## src/rtl/msg_mailbox.sv

```systemverilog
module msg_mailbox #(
  parameter int DW = 32,
  parameter int DEPTH = 4,
  parameter logic [31:0] MBOX_INIT = 32'h0000_F0F0
) (
  input  logic          clk,
  input  logic          rst_n,
  input  logic [1:0]    h_addr,
  input  logic          h_wr,
  input  logic          h_rd,
  input  logic [DW-1:0] h_wdata,
  output logic [DW-1:0] h_rdata,
  input  logic          e_wr,
  input  logic [DW-1:0] e_wdata,
  input  logic          e_rd,
  output logic [DW-1:0] e_rdata,
  input  logic          e_mbox_wr,
  output logic          irq
);
  localparam int AW = (DEPTH > 1) ? $clog2(DEPTH) : 1;
  localparam int CW = AW + 1;
  localparam logic [CW-1:0] FULL = CW'(DEPTH);
  localparam logic [CW-1:0] MSG_WORDS = CW'(2);
  localparam logic [1:0] IX_DATA = 2'd0, IX_STAT = 2'd1, IX_CTRL = 2'd2, IX_MBOX = 2'd3;
  localparam int B_IOVF = 0, B_OOVF = 1;
  localparam int B_ONE = 16, B_INF = 17, B_ONF = 18, B_INE = 19;
  localparam int B_MBI = 20, B_INI = 21, B_OUI = 22, B_WTI = 23;
  localparam int C_OEN = 16, C_IEN = 17, C_OIE = 24, C_IIE = 25;

  logic [DW-1:0] in_mem  [DEPTH];
  logic [DW-1:0] out_mem [DEPTH];
  logic [AW-1:0] in_wp, in_rp, out_wp, out_rp;
  logic [CW-1:0] in_cnt, out_cnt;
  logic          in_ovf, out_ovf, mb_flag;
  logic          ctl_out_en, ctl_in_en, ctl_out_ie, ctl_in_ie;
  logic [DW-1:0] mbox;
  logic [DW-1:0] status, control;

  wire h_data_wr = h_wr && h_addr == IX_DATA;
  wire h_data_rd = h_rd && h_addr == IX_DATA;
  wire h_stat_wr = h_wr && h_addr == IX_STAT;

  wire in_empty  = in_cnt == '0;
  wire in_full   = in_cnt == FULL;
  wire out_empty = out_cnt == '0;
  wire out_full  = out_cnt == FULL;

  wire in_req  = h_data_wr && ctl_in_en;
  wire in_push = in_req && !in_full;
  wire in_pop  = e_rd && ctl_in_en && !in_empty;
  wire out_req  = e_wr && ctl_out_en;
  wire out_push = out_req && !out_full;
  wire out_pop  = h_data_rd && ctl_out_en && !out_empty;

  wire in_irq  = ctl_in_ie && in_empty;
  wire out_irq = ctl_out_ie && out_cnt >= MSG_WORDS;

  always_ff @(posedge clk) begin
    if (!rst_n) begin
      in_wp <= '0; in_rp <= '0; in_cnt <= '0;
    end else begin
      if (in_push) in_wp <= in_wp + 1'b1;
      if (in_pop)  in_rp <= in_rp + 1'b1;
      in_cnt <= in_cnt + CW'(in_push) - CW'(in_pop);
    end
  end

  always_ff @(posedge clk) begin
    if (!rst_n) begin
      out_wp <= '0; out_rp <= '0; out_cnt <= '0;
    end else begin
      if (out_push) out_wp <= out_wp + 1'b1;
      if (out_pop)  out_rp <= out_rp + 1'b1;
      out_cnt <= out_cnt + CW'(out_push) - CW'(out_pop);
    end
  end

  always_ff @(posedge clk) begin
    if (in_push)  in_mem[in_wp]   <= h_wdata;
    if (out_push) out_mem[out_wp] <= e_wdata;
  end

  always_ff @(posedge clk) begin
    if (!rst_n) begin
      in_ovf <= 1'b0; out_ovf <= 1'b0; mb_flag <= 1'b0;
    end else begin
      in_ovf  <= (in_ovf  && !(h_stat_wr && h_wdata[B_IOVF])) || (in_req && in_full);
      out_ovf <= (out_ovf && !(h_stat_wr && h_wdata[B_OOVF])) || (out_req && out_full);
      mb_flag <= (mb_flag && !(h_stat_wr && h_wdata[B_MBI])) || e_mbox_wr;
    end
  end

  always_ff @(posedge clk) begin
    if (!rst_n) begin
      {ctl_in_ie, ctl_out_ie, ctl_in_en, ctl_out_en} <= '0;
    end else if (h_wr && h_addr == IX_CTRL) begin
      {ctl_in_ie, ctl_out_ie, ctl_in_en, ctl_out_en} <=
        {h_wdata[C_IIE], h_wdata[C_OIE], h_wdata[C_IEN], h_wdata[C_OEN]};
    end
  end

  always_ff @(posedge clk) begin
    if (!rst_n)                          mbox <= DW'(MBOX_INIT);
    else if (e_mbox_wr)                  mbox <= e_wdata;
    else if (h_wr && h_addr == IX_MBOX)  mbox <= h_wdata;
  end

  always_comb begin
    status = '0;
    status[B_IOVF] = in_ovf;
    status[B_OOVF] = out_ovf;
    status[B_ONE]  = !out_empty;
    status[B_INF]  = !in_full;
    status[B_ONF]  = !out_full;
    status[B_INE]  = !in_empty;
    status[B_MBI]  = mb_flag;
    status[B_INI]  = in_irq;
    status[B_OUI]  = out_irq;
    status[B_WTI]  = 1'b0;
    control = '0;
    control[C_OEN] = ctl_out_en;
    control[C_IEN] = ctl_in_en;
    control[C_OIE] = ctl_out_ie;
    control[C_IIE] = ctl_in_ie;
  end

  always_comb begin
    unique case (h_addr)
      IX_DATA: h_rdata = out_empty ? '0 : out_mem[out_rp];
      IX_STAT: h_rdata = status;
      IX_CTRL: h_rdata = control;
      default: h_rdata = mbox;
    endcase
  end

  assign e_rdata = in_empty ? '0 : in_mem[in_rp];
  assign irq = mb_flag || in_irq || out_irq;
endmodule

```

## config.mk

```make
export PLATFORM = sky130hd
export DESIGN_NAME = msg_mailbox
export DESIGN_NICKNAME = d
export VERILOG_FILES = /design/src/rtl/msg_mailbox.sv
export SDC_FILE = /design/constraint.sdc
export NUM_CORES = 1
export LEC_CHECK = 0
export BUFFER_PORTS_ARGS = -buffer_cell sky130_fd_sc_hd__buf_2
export CORE_MARGIN = 8
export CORE_UTILIZATION = 30
export DETAILED_ROUTE_END_ITERATION = 10
export SLEW_MARGIN = 20
export SYNTH_ARGS = -nofsm -noshare
export SYNTH_HDL_FRONTEND = slang
export SYNTH_SLANG_ARGS = --single-unit
```

## constraint.sdc

```tcl
create_clock -name clk -period 6.33 [get_ports clk]
set_input_delay 0 -clock clk [delete_from_list [all_inputs] [get_ports clk]]
set_output_delay 0 -clock clk [all_outputs]
set_load 0.05 [all_outputs]
```

=== Yosys cells after proc, flatten, opt, wreduce, memory -nomap -nowiden ===
Memory sizes are Yosys's and may differ from the RTL's. A register that Yosys moved wholly into a read port is not among the register bits.
Index checks and enable logic that the tools add are counted.

* $add $sub $neg: 8
* Magnitude comparators: 1
* Equality and inequality tests: 5
* Muxes and demuxes: 13
* Reductions and logical operators: 39

{| class="wikitable"
|+ Operator list
! kind !! count
|-
| $mux W32 || 4
|-
| $pmux W32 S3 || 1
|-
| $logic_and A1 B1 Y1 || 23
|-
| $add A2 B1 Y2 const B || 4
|-
| $mux W2 || 4
|-
| $logic_not A1 Y1 || 7
|-
| $add A3 B1 Y3 || 2
|-
| $eq A3 B3 Y1 const B || 2
|-
| $logic_not A3 Y1 || 2
|-
| $sub A3 B1 Y3 || 2
|-
| $logic_or A1 B1 Y1 || 5
|-
| $eq A2 B2 Y1 const B || 2
|-
| $mux W1 || 4
|-
| $ge A3 B2 Y1 const B || 1
|-
| $eq A2 B1 Y1 const B || 1
|-
| $logic_not A2 Y1 || 1
|-
| $reduce_bool A2 Y1 || 1
|}

* Register bits after elaboration: 53
* RAM bits: 256
* Input bits: 73
* Output and inout port bits: 65
* Word-level logic and storage cells: 82
* Memories: 2

{| class="wikitable"
|+ Memories
! name !! words !! width !! rd ports !! clocked after memory_dff !! wr ports !! RTL line !! text
|-
| in_mem || 4 || 32 || 1 || 1 || 1 || 30 || <nowiki>logic [DW-1:0] in_mem [DEPTH];</nowiki>
|-
| out_mem || 4 || 32 || 1 || 1 || 1 || 31 || <nowiki>logic [DW-1:0] out_mem [DEPTH];</nowiki>
|}

=== Logic depth before layout (Yosys ltp) ===
* Depth after elaboration: 6
* Gate-level depth with buffers: 12

=== Worst setup path before layout ===
No wires, ideal clock.

* Kind: flip-flop to flip-flop
* Start: reg in_cnt[1]
* End: reg in_cnt[2]
* Library setup time: 78 ps
* Data arrival time: 2137 ps
* Data required time: 6252 ps
* Slack: 4115 ps
* Stages on the path, launching flop included: 11
* Buffers on the path: 0
* Cell sequence: dfxtp_1 > o311ai_1 > inv_1 > ha_1 > inv_1 > ha_1 > inv_1 > fa_1 > xor2_1 > and2_1 > nor3_1

* Elaborated cells between the ends (all ways): 8
* Those cells by class: add/sub: 2; eq/ne: 1; reduce/logical: 5

{| class="wikitable"
|+ RTL lines
! item !! RTL line !! text
|-
| start, declared || 33 || <nowiki>logic [CW-1:0] in_cnt, out_cnt;</nowiki>
|-
| start signal, assigned || 64 || <nowiki>in_cnt <= in_cnt + CW'(in_push) - CW'(in_pop);</nowiki>
|-
| $logic_not A3 Y1 || 43 || <nowiki>wire in_empty = in_cnt == '0;</nowiki>
|-
| $logic_not A1 Y1 || 50 || <nowiki>wire in_pop = e_rd && ctl_in_en && !in_empty;</nowiki>
|-
| $logic_and A1 B1 Y1 || 50 ||
|-
| named net in_pop || 50 ||
|-
| $sub A3 B1 Y3 || 64 ||
|}

The timed path passes the listed nets, and every way through them passes these cells.
A chain may end at the register's enable or synchronous reset.

==> results.md <==
* Hold Vio Cnt, Final at 0
* CP max-delay cell: mux4_2
* Wirelength per Cell at between 20 and 25 um
* Clock Latency Late Sink at 0.55 ns
* Initial antenna violation count at 2
* Critical-path cell list: buf_4, mux4_2, and3_1, a311o_1, buf_2
* Max clock buf depth at 3
* GR Overflow Total at 0
* FF+latch count, synth at 313
* H-tree level count at 1
* Worst Tran Pin Value at 0.991 ns
* Fillers at 3921
* Reg-to-reg slack, setup at approximately 3.9 ns
* Run status: finished clean
* Routability congestion estimate at between 0.7 and 0.8
* Int Pwr at 3360 uW
* Final ANT Viol Nets at 0
* EDFF count, synth at 256
* CTS tree: done
* Slowest stage delay, CP at ~0.6 ns
* Final std cells w/o fill at ~1500
* Port Buffers at 137
* Vias in the first global route at 7348
* Async SR Flop Fraction at 0%
* DP Wirelength at 20.2 mm
* Post-cts sizing count at 0
* Share of power burned in combinational logic at 5.5%
* Final wirelength at 31.1 mm
* Max-slew headroom at roughly 34%
* Area delta synth->final at 23.9%
* Pwr/cell area at between 200 and 300 mW/mm2
* CTS Sinks at 313
* Ports at around 140
* Die Y-Extent at 220 um
* Yosys cell types at 43
* Fin Hold WS at approximately 0.045 ns
* Synthesized instance count at 718
* Overall routing resource usage at 12.7%
* 1st-iter DRT viols at 575
* Synthesized Nets at roughly 810
* Drt pass-1 iters at 5
* RSZ-0062 raised after global routing: no
* CTS Buf Count at 31
* WP data required at 6.33 ns
* Max-slew violation count at 0
* Ys flop type: edfxtp_1
* Layout cells sized above 1 at roughly 28%
* WS Path Type: reg2out
* Reg power frac at 52.8%
* First-pass GRT wire length at 46.6 mm
* Initial Utilization at approximately 30%
* Register area share after synthesis at 70.4%
* Max Cap Violations at 0
* Residual DRC at 0
* Crit end category: output port
* Via count at 7035
* Syn. warnings at 0
* Die area at 0.0486 mm2
* Synth area leaders: edfxtp_1 (61%), mux4_2 (10%), dfxtp_1 (9.1%)
* Final Setup Violations at 0
* Largest net degree at the start of global routing at between 40 and 50
* Worst Skew at between 0.01 and 0.015 ns
* Synthesized area per cell at between 15 and 20 um2
* Leak at 0.00555 uW
* TNS Setup at 0 ns
* Final nets at 1021
* Pre-CTS WS at 3.86 ns
* Leading cell types by count after synthesis: edfxtp_1 (256), mux4_2 (58), dfxtp_1 (57), a21oi_1 (44), mux2i_1 (41)
* DIE WIDTH at ~220 um
* Min cycle time layout at 2.68 ns
* Post-synth top area share at 61.3%
* Vias/cell at 4.69
* CP Max Fanout at 32
* VDD IR max at 148 uV
* Core Box Area at 0.0416 mm2
* Worst setup margin at approximately 3.6 ns
* HP Class: in2reg
* Startpoint types: flop
* FMAX at 373 MHz
* Final worst path period share at 42.4%
* CP arrival at about 2.7 ns
* Clk root buf: clkbuf_16
* Num rows at between 70 and 80
* Placed insts at 1368
* Switch share at 21.2%
* Post-Syn Area at 0.0125 mm2
* Count leader, synth: edfxtp_1
* Cell taking the most area after synthesis: edfxtp_1
* Clock power share at a little over two fifths
* Clock-pin slew on the worst setup and hold paths at 0.06 ns
* Sw Pwr at 906 uW
state kept, by name, indices dropped and copies added (netlist names), 2 cells and up, named ones only:
register  flops
out_cnt       3
in_mem      128
in_wp         2
mbox         32
out_rp        2
in_cnt        3
in_rp         2
out_mem     128
out_wp        2
placed cells by master, fill, tap and decap left out, drive strengths merged, types with 12 or more instances in the layout:
master,synthesis,final
dlygate4sd3,0,71
buf,21,151
o21ai,37,37
inv,19,20
dfxtp,57,57
mux4,64,64
nor3,12,12
clkbuf,19,43
ha,13,13
a22o,24,24
edfxtp,256,256
nor2,21,21
nor2b,32,32
a21oi,44,44
mux2i,41,41
per-layer routing:
| layer | track usage [%] | up-vias | part of all wire, % | wire, um |
|---|---|---|---|---|
| met3 | 2.61 | 39 | 5.9 | 1840 |
| met4 | 2.95 | 2 | 1.7 | 515 |
| met2 | 21.2 | 153 | 48 | 14900 |
| met1 | 16.8 | 3552 | 45 | 13800 |
| met5 | 0 | - | 0.026 | 8 |
| li1 | - | 3289 | - | - |
metrics by stage:
| step | util, % | instance area, um2 | total power, uW |
|---|---|---|---|
| after global placement | 33.3 | 13800 | 2490 |
| after floorplan | - | 12500 | 2410 |
| after detailed placement | 33.3 | 13800 | 2500 |
| final | 37.4 | 15500 | 4260 |
| after global routing | 37.4 | 15500 | 4400 |
| after CTS | 37.4 | 15500 | 4310 |
logic make-up (layout without fill, tap and decap cells):
group	count (synthesis)	after routing	share of synthesized area, %
buffers and inverters	59	298	2.17
AO/OA/AOI/OAI	117	117	5.71
other	0	3	0
flip-flops	313	313	70.4
adder cells (fa/ha/maj)	15	15	1.62
multiplexers	105	105	14.9
XOR/XNOR	3	3	0.210
AND/OR/NAND/NOR	106	106	4.96
worst max-delay path, delay by kind of cell, from the launching register on:
kind | cells | cell delay, ns
buffers and inverters | 2 | 0.74
AO/OA/AOI/OAI | 1 | 0.27
AND/OR/NAND/NOR | 1 | 0.19
multiplexers | 1 | 0.59
flip-flops | 1 | 0.31
power by group through the flow:
stage | clock network [uW] | logic (uW) | registers, uW
after floorplan | 0 | 110 | 2300
after global placement | 0 | 198 | 2300
after detailed placement | 0 | 202 | 2300
after CTS | 1820 | 240 | 2250
after global routing | 1890 | 256 | 2250
final | 1770 | 237 | 2250
cell type report:
cell class	instances	area [um2]	share of cell area (%)
multi-input combinational	346	3460	22.3
sequential	313	8830	56.8
clock inverter	14	128	0.821
timing repair buffer	222	1500	9.66
antenna	3	7.51	0.0483
tap	539	674	4.34
clock buffer	43	861	5.54
inverter	19	71.3	0.459
worst paths after layout:
| check | from | end | cells past startpoint |
|---|---|---|---|
| setup reg to reg | in_cnt[1] | in_cnt[2] | 10 |
| hold reg to reg | in_rp[1] | in_rp[1] | 2 |
| hold / removal | h_addr[0] | in_ovf | 4 |
| setup / recovery | flop | h_rdata[22] | 5 |
timing repair:
item / 4_1_cts / 5_1_grt
setup buffers: 0 / 0
hold buffers: 71 / 0
hold endpoints to repair: 305 / 0
(Power assumes the default switching activity.)
